`config.mk`:
```
export PLATFORM = sky130hd
export DESIGN_NAME = wk_edge_ctrl
export DESIGN_NICKNAME = d
export VERILOG_FILES = /design/src/rtl/wk_pkg.sv /design/src/rtl/wk_sync.sv /design/src/rtl/wk_edge_det.sv /design/src/rtl/wk_cfg_regs.sv /design/src/rtl/wk_pend_reg.sv /design/src/rtl/wk_req_fsm.sv /design/src/rtl/wk_edge_ctrl.sv
export SDC_FILE = /design/constraint.sdc
export NUM_CORES = 1
export LEC_CHECK = 0
export BUFFER_PORTS_ARGS = -buffer_cell sky130_fd_sc_hd__buf_2
export CAP_MARGIN = 0
export CORE_MARGIN = 3
export CORE_UTILIZATION = 47
export DETAILED_ROUTE_END_ITERATION = 8
export GPL_TIMING_DRIVEN = 0
export PLACE_DENSITY = 0.68
export SLEW_MARGIN = 0
export SYNTH_ARGS = -nofsm -noshare
export SYNTH_HDL_FRONTEND = slang
export SYNTH_SLANG_ARGS = --single-unit
export TNS_END_PERCENT = 1
```
`constraint.sdc`:
```
create_clock -name clk -period 1.4 [get_ports clk]
set_clock_uncertainty 0.15 [all_clocks]
set_input_delay 0.14 -clock clk [delete_from_list [all_inputs] [get_ports clk]]
set_output_delay 0.14 -clock clk [all_outputs]
set_load 0.01 [all_outputs]
```
`src/rtl/wk_pkg.sv`:
```
package wk_pkg;
    localparam int PINS = 8;

    typedef enum logic {
        CFG_ENABLE = 1'b0,
        CFG_EDGE   = 1'b1
    } cfg_sel_e;

    typedef enum logic {
        REQ_QUIET  = 1'b0,
        REQ_RAISED = 1'b1
    } req_state_e;
endpackage

```
`src/rtl/wk_sync.sv`:
```
module wk_sync #(
    parameter int WIDTH  = 8,
    parameter int STAGES = 2
) (
    input  logic             clk,
    input  logic             rst_n,
    input  logic [WIDTH-1:0] async_i,
    output logic [WIDTH-1:0] sync_o
);
    logic [WIDTH-1:0] chain_q [STAGES];

    genvar s;
    generate
        for (s = 0; s < STAGES; s++) begin : g_stage
            always_ff @(posedge clk or negedge rst_n) begin
                if (!rst_n) begin
                    chain_q[s] <= '0;
                end else if (s == 0) begin
                    chain_q[s] <= async_i;
                end else begin
                    chain_q[s] <= chain_q[(s == 0) ? 0 : s-1];
                end
            end
        end
    endgenerate

    assign sync_o = chain_q[STAGES-1];
endmodule

```
`src/rtl/wk_edge_det.sv`:
```
module wk_edge_det #(
    parameter int WIDTH = 8
) (
    input  logic             clk,
    input  logic             rst_n,
    input  logic [WIDTH-1:0] level_i,
    input  logic [WIDTH-1:0] fall_sel_i,
    output logic [WIDTH-1:0] hit_o
);
    logic [WIDTH-1:0] prev_q;

    always_ff @(posedge clk or negedge rst_n) begin
        if (!rst_n) prev_q <= '0;
        else        prev_q <= level_i;
    end

    genvar p;
    generate
        for (p = 0; p < WIDTH; p++) begin : g_pin
            logic rise, fall;
            always_comb begin
                rise     = level_i[p] & ~prev_q[p];
                fall     = ~level_i[p] & prev_q[p];
                hit_o[p] = fall_sel_i[p] ? fall : rise;
            end
        end
    endgenerate

    // a level that did not move cannot produce a hit, whatever the polarity
    a_r3_no_hit_when_still: assert property (@(posedge clk) disable iff (!rst_n)
        $stable(level_i) |=> (hit_o & ~(level_i ^ prev_q)) == '0);
endmodule

```
`src/rtl/wk_cfg_regs.sv`:
```
module wk_cfg_regs
    import wk_pkg::*;
#(
    parameter int WIDTH = 8
) (
    input  logic             clk,
    input  logic             rst_n,
    input  logic             we_i,
    input  logic             sel_i,
    input  logic [WIDTH-1:0] wdata_i,
    output logic [WIDTH-1:0] enable_o,
    output logic [WIDTH-1:0] fall_sel_o
);
    cfg_sel_e target;
    assign target = cfg_sel_e'(sel_i);

    always_ff @(posedge clk or negedge rst_n) begin
        if (!rst_n) begin
            enable_o   <= '0;
            fall_sel_o <= '0;
        end else if (we_i) begin
            unique case (target)
                CFG_ENABLE: enable_o   <= wdata_i;
                CFG_EDGE:   fall_sel_o <= wdata_i;
            endcase
        end
    end

    // a write to one register leaves the other alone
    a_r10_enable_untouched: assert property (@(posedge clk) disable iff (!rst_n)
        (we_i && target == CFG_EDGE) |=> $stable(enable_o));
endmodule

```
`src/rtl/wk_pend_reg.sv`:
```
module wk_pend_reg #(
    parameter int WIDTH = 8
) (
    input  logic             clk,
    input  logic             rst_n,
    input  logic [WIDTH-1:0] hit_i,
    input  logic             xchg_en_i,
    input  logic [WIDTH-1:0] xchg_wdata_i,
    output logic [WIDTH-1:0] pend_o
);
    logic [WIDTH-1:0] pend_d;

    always_comb begin
        pend_d = pend_o | hit_i;
        if (xchg_en_i) pend_d = xchg_wdata_i | hit_i;
    end

    always_ff @(posedge clk or negedge rst_n) begin
        if (!rst_n) pend_o <= '0;
        else        pend_o <= pend_d;
    end

    // without an exchange no pending bit is ever lost
    a_r8_sticky: assert property (@(posedge clk) disable iff (!rst_n)
        !xchg_en_i |=> (pend_o & $past(pend_o)) == $past(pend_o));
    // an edge coinciding with an exchange survives it
    a_r7_edge_kept: assert property (@(posedge clk) disable iff (!rst_n)
        (xchg_en_i && hit_i != '0) |=> (pend_o & $past(hit_i)) == $past(hit_i));
endmodule

```
`src/rtl/wk_req_fsm.sv`:
```
module wk_req_fsm
    import wk_pkg::*;
(
    input  logic clk,
    input  logic rst_n,
    input  logic want_i,
    output logic irq_o
);
    req_state_e state_q, state_d;

    always_ff @(posedge clk or negedge rst_n) begin
        if (!rst_n) state_q <= REQ_QUIET;
        else        state_q <= state_d;
    end

    always_comb begin
        state_d = state_q;
        unique case (state_q)
            REQ_QUIET:  if (want_i)  state_d = REQ_RAISED;
            REQ_RAISED: if (!want_i) state_d = REQ_QUIET;
        endcase
    end

    always_comb begin
        irq_o = 1'b0;
        unique case (state_q)
            REQ_QUIET:  irq_o = 1'b0;
            REQ_RAISED: irq_o = 1'b1;
        endcase
    end
endmodule

```
`src/rtl/wk_edge_ctrl.sv`:
```
module wk_edge_ctrl
    import wk_pkg::*;
#(
    parameter int WIDTH = PINS
) (
    input  logic             clk,
    input  logic             rst_n,
    input  logic [WIDTH-1:0] pin_i,
    input  logic             cfg_we,
    input  logic             cfg_sel,
    input  logic [WIDTH-1:0] cfg_wdata,
    input  logic             xchg_en,
    input  logic [WIDTH-1:0] xchg_wdata,
    output logic [WIDTH-1:0] xchg_rdata,
    output logic             irq_o
);
    logic [WIDTH-1:0] level_w, hit_w, enable_w, fall_sel_w, pend_w;

    wk_sync #(.WIDTH(WIDTH), .STAGES(2)) u_sync (
        .clk(clk), .rst_n(rst_n), .async_i(pin_i), .sync_o(level_w));

    wk_cfg_regs #(.WIDTH(WIDTH)) u_cfg (
        .clk(clk), .rst_n(rst_n), .we_i(cfg_we), .sel_i(cfg_sel),
        .wdata_i(cfg_wdata), .enable_o(enable_w), .fall_sel_o(fall_sel_w));

    wk_edge_det #(.WIDTH(WIDTH)) u_edge (
        .clk(clk), .rst_n(rst_n), .level_i(level_w),
        .fall_sel_i(fall_sel_w), .hit_o(hit_w));

    wk_pend_reg #(.WIDTH(WIDTH)) u_pend (
        .clk(clk), .rst_n(rst_n), .hit_i(hit_w), .xchg_en_i(xchg_en),
        .xchg_wdata_i(xchg_wdata), .pend_o(pend_w));

    wk_req_fsm u_req (
        .clk(clk), .rst_n(rst_n), .want_i(|(pend_w & enable_w)), .irq_o(irq_o));

    assign xchg_rdata = pend_w;

    // the request follows enabled pending bits one cycle later
    a_r4_req_follows: assert property (@(posedge clk) disable iff (!rst_n)
        ((pend_w & enable_w) != '0) |=> irq_o);
    // with nothing enabled and pending, the request drops next cycle
    a_r9_req_drops: assert property (@(posedge clk) disable iff (!rst_n)
        ((pend_w & enable_w) == '0) |=> !irq_o);
    // an exchange loads at least the written value
    a_r5_xchg_loads: assert property (@(posedge clk) disable iff (!rst_n)
        xchg_en |=> (pend_w & $past(xchg_wdata)) == $past(xchg_wdata));
endmodule

```
==> results of run 1 <==
==> registers in the layout, indices dropped and copies added (netlist names) <==
register,flops
u_cfg.enable_o,8
u_cfg.fall_sel_o,8
u_edge.prev_q,8
u_pend.pend_o,8
u_req.state_q,1
u_sync.chain_q,8
u_sync.sync_o,8
==> synth_stat cells, drive strengths merged <==
master,n,share of area [%]
buf,2,0.93
a22oi,4,1.7
nand4,1,0.36
nor2b,1,0.79
mux2,16,12
nand2b,7,2.5
dfrtp,49,70
mux2i,8,4.6
or3b,1,0.50
nand3,1,0.29
nand3b,1,0.43
nand2,8,1.9
o221ai,7,3.5
==> path summary, 6_finish.rpt <==
check / to / slack [ns] / startpoint / depth (start not counted)
max: xchg_rdata[1] / 0.25 / u_pend.pend_o[1] / 1
min: u_pend.pend_o[1] / -0.12 / rst_n / 1
max reg2reg: u_pend.pend_o[5] / 0.27 / u_edge.prev_q[5] / 2
min reg2reg: u_sync.sync_o[1] / 0.20 / u_sync.chain_q[9] / 0
max in group asynchronous: u_sync.chain_q[13] / 0.59 / rst_n / 1
min in group clk: u_pend.pend_o[5] / 0.13 / xchg_en / 3
==> stage by stage <==
stage                     cell area, µm²  hold slack (ns)
after floorplan                     1742          -0.3056
after global placement              1979          0.09782
after detailed placement            1979          0.09932
after CTS                           2300         -0.08971
after global routing                2300         -0.03900
final                               2302          -0.1237
==> cell type report <==
cell class	instances	area, µm²
flip-flops and latches	49	1226
well taps	46	57.56
multi-input cells	55	499.2
clock buffers	8	80.08
repair buffers	60	420.4
diodes	1	2.502
fillers	253	1140
plain buffers	2	16.27
==> metal layers <==
layer | GRT usage [%] | vias up
li1 | - | 515
met1 | 19.73 | 540
met2 | 26.73 | 26
met3 | 4.553 | 5
met4 | 8.608 | 0
met5 | 0 | -
==> cell families (layout without fill, tap and decap cells) <==
logic type	Yosys count	in the layout	synth area share (%)
flops	49	49	70.40
mux	24	24	16.67
simple gates	20	20	6.753
compound gates	11	11	5.244
buf+inv	2	70	0.9336
other cells	0	1	0
==> power groups by stage <==
stage	registers [mW]	logic, mW	clock network, mW
2_1_floorplan	1.66	0.180	0
3_3_place_gp	1.65	0.315	0
3_5_place_dp	1.67	0.327	0
4_1_cts	1.64	0.379	0.796
5_1_grt	1.66	0.413	0.864
6_report	1.64	0.373	0.772
==> flow_summary.json, run 1 <==
{
  "grt_first_pass_wirelength_um": 5271,
  "root_buffer": "clkbuf_8",
  "start_kind": "flop",
  "endpoint_kind": "output port",
  "die-height_um": 66.88,
  "drc": 0,
  "fin_crit_ns": 1.149,
  "outcome": "finished with violations",
  "pwr-share-comb_pct": 13.4,
  "seqPwrFrac_pct": 58.8,
  "path_clk_slew_ns": 0.08,
  "final_cell_mix": "dfrtp_1 (49), buf_2 (37), dlygate4sd3_1 (24)",
  "critical_path.cell_chain": "buf_2",
  "drt-initial-drc-count": 78,
  "leakagePower_nw": 1.053,
  "synth_area_per_cell_um2": 16.43,
  "wl_met1_um": 1322,
  "crit_buf_inv": 1,
  "highest_layer": "met4",
  "fin_nets": 202,
  "wl_met3_um": 159,
  "total_power_mw": 2.783,
  "cp_slowest_cell": "dfrtp_1",
  "ys_seq_area_share_pct": 70.40,
  "portBuffers": 36,
  "maxSlewHeadroom_pct": 30.78,
  "grt_antenna_before_repair": 0,
  "period_share_pct": 82.08,
  "finalHoldViolCount": 49,
  "rsz0062_at_grt": "no",
  "clkPwrFrac_pct": 27.7,
  "layout-drive-gt1-share_pct": 35.63,
  "grt_pass1_vias": 1119,
  "worst-path-max-fanout": 3,
  "yosysWarnings": 0,
  "hold_slack_ns": -0.1237,
  "fmax_mhz": 870.2,
  "synth_fp_nets": 135,
  "drv_slew": 0,
  "setup_ws_ns": 0.2509,
  "dp_hpwl_um": 2094,
  "p_sw_mw": 0.6513,
  "slowest_delay_ns": 0.42,
  "cts_resized": 0,
  "die_area_mm2": 0.004472,
  "start_util_pct": 50.60,
  "hold_buffers": 24,
  "wl_met2_um": 1686,
  "tightest_slew_ns": 1.038,
  "powerDensity_mw_per_mm2": 1209,
  "cts_htree_levels": 2,
  "final_common_cell": "dfrtp_1",
  "track_usage_pct": 16.42,
  "viasPerCell": 4.914,
  "insertion_delay_ns": 0.29,
  "internal_power_mw": 2.132,
  "die_x_um": 66.88,
  "post-place-cells": 188,
  "syn_inst": 106,
  "cp_top_family": "flip-flops",
  "gp_routability_congestion": 0.7154,
  "crit_arrival_ns": 0.86,
  "row_count": 21,
  "postCtsSetupRepairBufs": 0,
  "cts_buffer_depth": 2,
  "drv_cap": 0,
  "wl_per_cell_um": 14.61,
  "violations": "negative hold slack",
  "final_util_pct": 66.88,
  "synth_area_mm2": 0.001742,
  "ir_drop_v": 0.0007711,
  "final-instance-count-excl-fill": 221,
  "cts.sinks": 49,
  "cts_buffers": 5,
  "final.setup.tns_ns": 0,
  "final_antenna_net_count": 0,
  "ios": 38,
  "synth_cell_types": 16,
  "cp.required_ns": 1.11,
  "syn_to_final_growth_pct": 32.18,
  "ys_ff_latch": 49,
  "crit_type": "reg2out",
  "drt-pass1-iter-count": 4,
  "grt_max_degree": 50,
  "tritoncts": "built",
  "hp-class": "in2async",
  "swShare_pct": 23.40,
  "wl_um": 3228,
  "dp_slack_ns": 0.1843,
  "setup_viol": 0,
  "grt_overflow": 0,
  "core_region_area_mm2": 0.003442,
  "vias": 1086
}
Note: power is estimated with default switching activity, not from simulation.
==> run 2: changes to the inputs <==
--- a/config.mk
+++ b/config.mk
@@ -5,13 +5,14 @@
 export SDC_FILE = /design/constraint.sdc
 export NUM_CORES = 1
 export LEC_CHECK = 0
+export ABC_AREA = 1
 export BUFFER_PORTS_ARGS = -buffer_cell sky130_fd_sc_hd__buf_2
 export CAP_MARGIN = 0
 export CORE_MARGIN = 3
 export CORE_UTILIZATION = 47
 export DETAILED_ROUTE_END_ITERATION = 8
 export GPL_TIMING_DRIVEN = 0
-export PLACE_DENSITY = 0.68
+export PLACE_DENSITY = 0.67
 export SLEW_MARGIN = 0
 export SYNTH_ARGS = -nofsm -noshare
 export SYNTH_HDL_FRONTEND = slang
==> constraint.sdc (replaced) <==
create_clock -name clk -period 1.1 [get_ports clk]
set_clock_uncertainty 0.15 [all_clocks]
set_input_delay 0.11 -clock clk [delete_from_list [all_inputs] [get_ports clk]]
set_output_delay 0.11 -clock clk [all_outputs]
set_load 0.01 [all_outputs]
==> flow_summary.json, run 2 <==
{
  "outcome": "finished with violations",
  "violations": "negative hold slack, negative setup slack",
  "vias": 1349,
  "path_clk_slew_ns": 0.08,
  "finalHoldViolCount": 54,
  "drt-pass1-iter-count": 4,
  "final_antenna_net_count": 0,
  "start_util_pct": 49.53,
  "grt_pass1_vias": 1289,
  "crit_buf_inv": 1,
  "cp_slowest_cell": "dfrtp_1",
  "antenna-diode-count": 0,
  "wl_um": 3250,
  "rsz0062_at_grt": "yes",
  "dp_hpwl_um": 2205,
  "cts_htree_levels": 2,
  "hold_slack_ns": -0.1620,
  "layout-drive-gt1-share_pct": 20.08,
  "timing.rr.start": "u_pend.pend_o[1]",
  "post-place-cells": 267,
  "fin_crit_ns": 1.104,
  "critical_path.cell_chain": "buf_2",
  "tightest_slew_ns": 1.015,
  "portBuffers": 36,
  "maxSlewHeadroom_pct": 32.36,
  "final.setup.tns_ns": -0.007382,
  "synth_cell_types": 10,
  "total_power_mw": 3.609,
  "syn_inst": 183,
  "crit_arrival_ns": 0.84,
  "drv_slew": 0,
  "ys_ff_latch": 49,
  "viasPerCell": 4.467,
  "synth_area_mm2": 0.001841,
  "period_share_pct": 100.3,
  "setup_ws_ns": -0.003708,
  "die_x_um": 68.58,
  "leakagePower_nw": 1.292,
  "fin_nets": 282,
  "startpoint": "u_pend.pend_o[2]",
  "fin_area_mm2": 0.002454,
  "cp.required_ns": 0.84,
  "ys.flop_type": "dfrtp_1",
  "gp_routability_congestion": 0.6918,
  "endpoint_kind": "output port",
  "root_buffer": "clkbuf_8",
  "grt_antenna_before_repair": 0,
  "cp_top_family": "flip-flops",
  "synthTopCellsByArea": "dfrtp_1 (67%), nand2_1 (11%), inv_1 (6.9%)",
  "final_util_pct": 66.03,
  "slowest_delay_ns": 0.41,
  "drt-initial-drc-count": 44,
  "placed_area_mm2": 0.002081,
  "row_count": 22,
  "synth_most_common_cell": "nand2_1",
  "die-height_um": 68.58,
  "final_common_cell": "nand2_1",
  "hp-class": "in2async",
  "wl_per_cell_um": 10.76,
  "synth_area_per_cell_um2": 10.06,
  "dp_slack_ns": -0.06571,
  "die_area_mm2": 0.004703,
  "core_region_area_mm2": 0.003716,
  "drc": 0,
  "drv_cap": 0,
  "crit_type": "reg2out",
  "track_usage_pct": 15.44,
  "yosysWarnings": 0,
  "fillers": 309,
  "grt_first_pass_wirelength_um": 5237,
  "grt_overflow": 0,
  "yosysTopAreaCell": "dfrtp_1",
  "tritoncts": "built",
  "insertion_delay_ns": 0.29,
  "worst-path-max-fanout": 3,
  "ir_drop_v": 0.001120,
  "cts.sinks": 49,
  "cts_buffers": 5,
  "synthArstFlopShare_pct": 100.0,
  "ys_seq_area_share_pct": 66.62,
  "ios": 38,
  "setup_viol": 2,
  "syn_to_final_growth_pct": 33.31,
  "synth_fp_nets": 212,
  "final-instance-count-excl-fill": 302,
  "final_cell_mix": "nand2_1 (53), dfrtp_1 (49), buf_2 (36)",
  "synth_top_area_share_pct": 66.62,
  "fmax_mhz": 906.0,
  "grt_max_degree": 50,
  "start_kind": "flop",
  "ys_top_cells_by_count": "nand2_1 (53), dfrtp_1 (49), inv_1 (34)",
  "powerDensity_mw_per_mm2": 1471,
  "cts_buffer_depth": 2,
  "synth-edff-count": 0
}
run 2: cell count changes after synthesis, moves of 2 or more:
cell      delta
o221ai_1     -7
inv_1       +34
mux2i_1      -8
nand3_1      +7
a22oi_1      -4
mux2_2       -8
mux2_4       -8
nor2_1       +2
nand2b_1     -7
nand3b_1    +15
nand2_1     +46
o21ai_1     +16
run 2: worst paths after layout:
| check | to | slack [ns] | cells past startpoint |
|---|---|---|---|
| setup / recovery | xchg_rdata[2] | -0.004 | 1 |
| hold / removal | u_edge.prev_q[5] | -0.16 | 1 |
| setup reg to reg | u_req.state_q | 0.08 | 5 |
| hold reg to reg | u_sync.sync_o[0] | 0.20 | 0 |
| max in group asynchronous | u_sync.chain_q[10] | 0.34 | 1 |
| min in group clk | u_pend.pend_o[5] | -0.02 | 4 |
run 2: area by class of cell:
cell class,instances,area (µm²),share of cell area [%]
inverters,34,127.6,5.201
well taps,48,60.06,2.448
clock inverters,1,5.005,0.2040
plain buffers,3,27.53,1.122
flip-flops and latches,49,1226,49.97
clock buffers,7,96.34,3.927
repair buffers,63,451.7,18.41
multi-input cells,97,459.2,18.71
run 2: layer usage:
metal / part of all wire, % / track usage, % / vias to the layer above
met3: 4.5 / 4.538 / 5
met2: 51 / 26.70 / 25
met5: 0 / 0 / -
met4: 1.7 / 6.948 / 0
met1: 42 / 17.55 / 619
li1: - / - / 700
run 2: what timing repair did:
| item | 4_1_cts | 5_1_grt |
|---|---|---|
| resized for setup | 0 | 1 |
| endpoints found under the setup margin | 8 | 10 |
| endpoints found under the hold margin | 81 | 51 |
| hold buffers | 24 | 1 |
| buffers inserted | 1 | 1 |
run 2: worst reg2reg max path, delay by kind of cell, from the launching register on:
family	cells	cell delay, ns
DFF	1	0.40
buffers and inverters	1	0.14
and+or+nand+nor	4	0.23
run 2: power by group:
part / internal, mW / total, mW / switching [mW]
sequential: 1.95 / 2.04 / 0.0890
combinational: 0.241 / 0.471 / 0.230
clock: 0.568 / 1.10 / 0.528
run 2: cells by family after synthesis:
kind of cell,share of synthesized area [%]
AND/OR/NAND/NOR,20.60
flip-flops,66.62
buffers and inverters,8.429
AO/OA/AOI/OAI,4.351
==> run 3: changes to the inputs <==
--- a/config.mk
+++ b/config.mk
@@ -13,6 +13,7 @@
 export DETAILED_ROUTE_END_ITERATION = 8
 export GPL_TIMING_DRIVEN = 0
 export PLACE_DENSITY = 0.67
+export REMOVE_ABC_BUFFERS = 1
 export SLEW_MARGIN = 0
 export SYNTH_ARGS = -nofsm -noshare
 export SYNTH_HDL_FRONTEND = slang
==> flow_summary.json, run 3 (same netlist as run 2, synthesis figures left out) <==
{
  "timing.rr.start": "u_pend.pend_o[3]",
  "crit_buf_inv": 1,
  "tightest_slew_ns": 1.038,
  "gp_routability_congestion": 0.7130,
  "critical_path.cell_chain": "buf_2",
  "vias": 1341,
  "portBuffers": 37,
  "layout-drive-gt1-share_pct": 18.33,
  "setup_ws_ns": 0.001247,
  "path_clk_slew_ns": 0.08,
  "cts_htree_levels": 2,
  "fin_nets": 279,
  "hold_buffers": 24,
  "crit_arrival_ns": 0.84,
  "viasPerCell": 4.485,
  "start_util_pct": 49.53,
  "cp_slowest_cell": "dfrtp_1",
  "post-place-cells": 265,
  "setup_viol": 0,
  "grt_overflow": 0,
  "swShare_pct": 24.11,
  "drc": 0,
  "dp_slack_ns": -0.07965,
  "hold_slack_ns": -0.1501,
  "placed_area_mm2": 0.002058,
  "fmax_mhz": 910.1,
  "tritoncts": "built",
  "endpoint_kind": "output port",
  "row_count": 22,
  "final_cell_mix": "nand2_1 (53), dfrtp_1 (49), buf_2 (36)",
  "p_sw_mw": 0.8376,
  "syn_to_final_growth_pct": 30.39,
  "ff2ff_setup_slack_ns": 0.07,
  "fin_area_mm2": 0.002400,
  "leakagePower_nw": 1.262,
  "final_common_cell": "nand2_1",
  "die_x_um": 68.58,
  "grt_pass1_vias": 1294,
  "slowest_delay_ns": 0.40,
  "final_antenna_net_count": 0,
  "wl_per_cell_um": 10.56,
  "dp_hpwl_um": 2050,
  "finalHoldViolCount": 49,
  "cts.sinks": 49,
  "insertion_delay_ns": 0.29,
  "rsz0062_at_grt": "yes",
  "root_buffer": "clkbuf_8",
  "r2r_end": "u_req.state_q",
  "grt_antenna_before_repair": 0,
  "grt_max_degree": 50,
  "drt-initial-drc-count": 44,
  "drv_slew": 0,
  "cts_buffer_depth": 2,
  "cp.required_ns": 0.84,
  "drt-pass1-iter-count": 4,
  "core_region_area_mm2": 0.003716,
  "wl_um": 3157,
  "worst-path-max-fanout": 3,
  "path_depth": 1,
  "seqPwrFrac_pct": 58.8,
  "cp_top_family": "flip-flops",
  "pwr-share-comb_pct": 13.2,
  "powerDensity_mw_per_mm2": 1447,
  "clkPwrFrac_pct": 28.0,
  "die-height_um": 68.58,
  "r2r_cells": 5,
  "maxSlewHeadroom_pct": 30.81,
  "internal_power_mw": 2.636,
  "track_usage_pct": 15.68,
  "final-instance-count-excl-fill": 299,
  "hp-class": "in2async",
  "outcome": "finished with violations",
  "cts_buffers": 5,
  "antenna-diode-count": 0,
  "start_kind": "flop",
  "violations": "negative hold slack",
  "fin_crit_ns": 1.099,
  "ir_drop_v": 0.0009048,
  "drv_cap": 0,
  "grt_first_pass_wirelength_um": 5395,
  "die_area_mm2": 0.004703,
  "final_util_pct": 64.58,
  "crit_type": "reg2out",
  "period_share_pct": 99.89,
  "ios": 38
}
## run 3: cell count changes in the layout (fill, tap and decap cells not counted), sizes merged
cell and change:
clkinv -1, clkbuf +1, dlygate4sd3 -1, buf -2
## run 3: timing repair
action	in CTS	in global routing
gates resized for setup	0	1
hold endpoints to repair	81	49
endpoints found under the setup margin	8	9
setup buffers	2	0
## run 3: per-stage QoR
stage                     TNS [ns]  total power [mW]
final                            0             3.474
after floorplan                  0             2.280
after global routing       -0.1942             3.666
after CTS                 -0.03248             3.515
after detailed placement    -3.816             2.466
after global placement      -3.822             2.452
## run 3: per-layer routing
layer  global-route usage (%)  up-vias  routed length (µm)
met3                    2.917        5                 137
met5                        0        -                   0
li1                         -      691                   -
met2                    26.22       26                1451
met1                    19.59      619                1513
met4                    7.444        0                  54
## run 3: layout make-up
| type | instances | area [µm²] |
|---|---|---|
| multi-input cells | 97 | 459.2 |
| well taps | 48 | 60.06 |
| repair buffers | 63 | 446.7 |
| fillers | 313 | 1316 |
| clock buffers | 8 | 80.08 |
| inverters | 34 | 127.6 |
| flip-flops and latches | 49 | 1226 |
## run 3: worst max-delay path by stage
stage / slack, ns / end / startpoint
finish: 0.001 / xchg_rdata[4] / u_pend.pend_o[4]
global route: -0.04 / xchg_rdata[6] / u_pend.pend_o[6]
CTS: -0.008 / xchg_rdata[6] / u_pend.pend_o[6]
detailed placement: -0.08 / u_sync.chain_q[10] / rst_n
global placement: -0.08 / u_sync.chain_q[10] / rst_n
floorplan: 0.19 / u_req.state_q / u_pend.pend_o[5]
## run 3: power groups by stage
stage	Clock, mW	Combinational [mW]	Sequential, mW
after floorplan	0	0.203	2.08
after global placement	0	0.377	2.07
after detailed placement	0	0.385	2.08
after CTS	1.01	0.463	2.04
after global routing	1.07	0.535	2.07
final	0.972	0.459	2.04
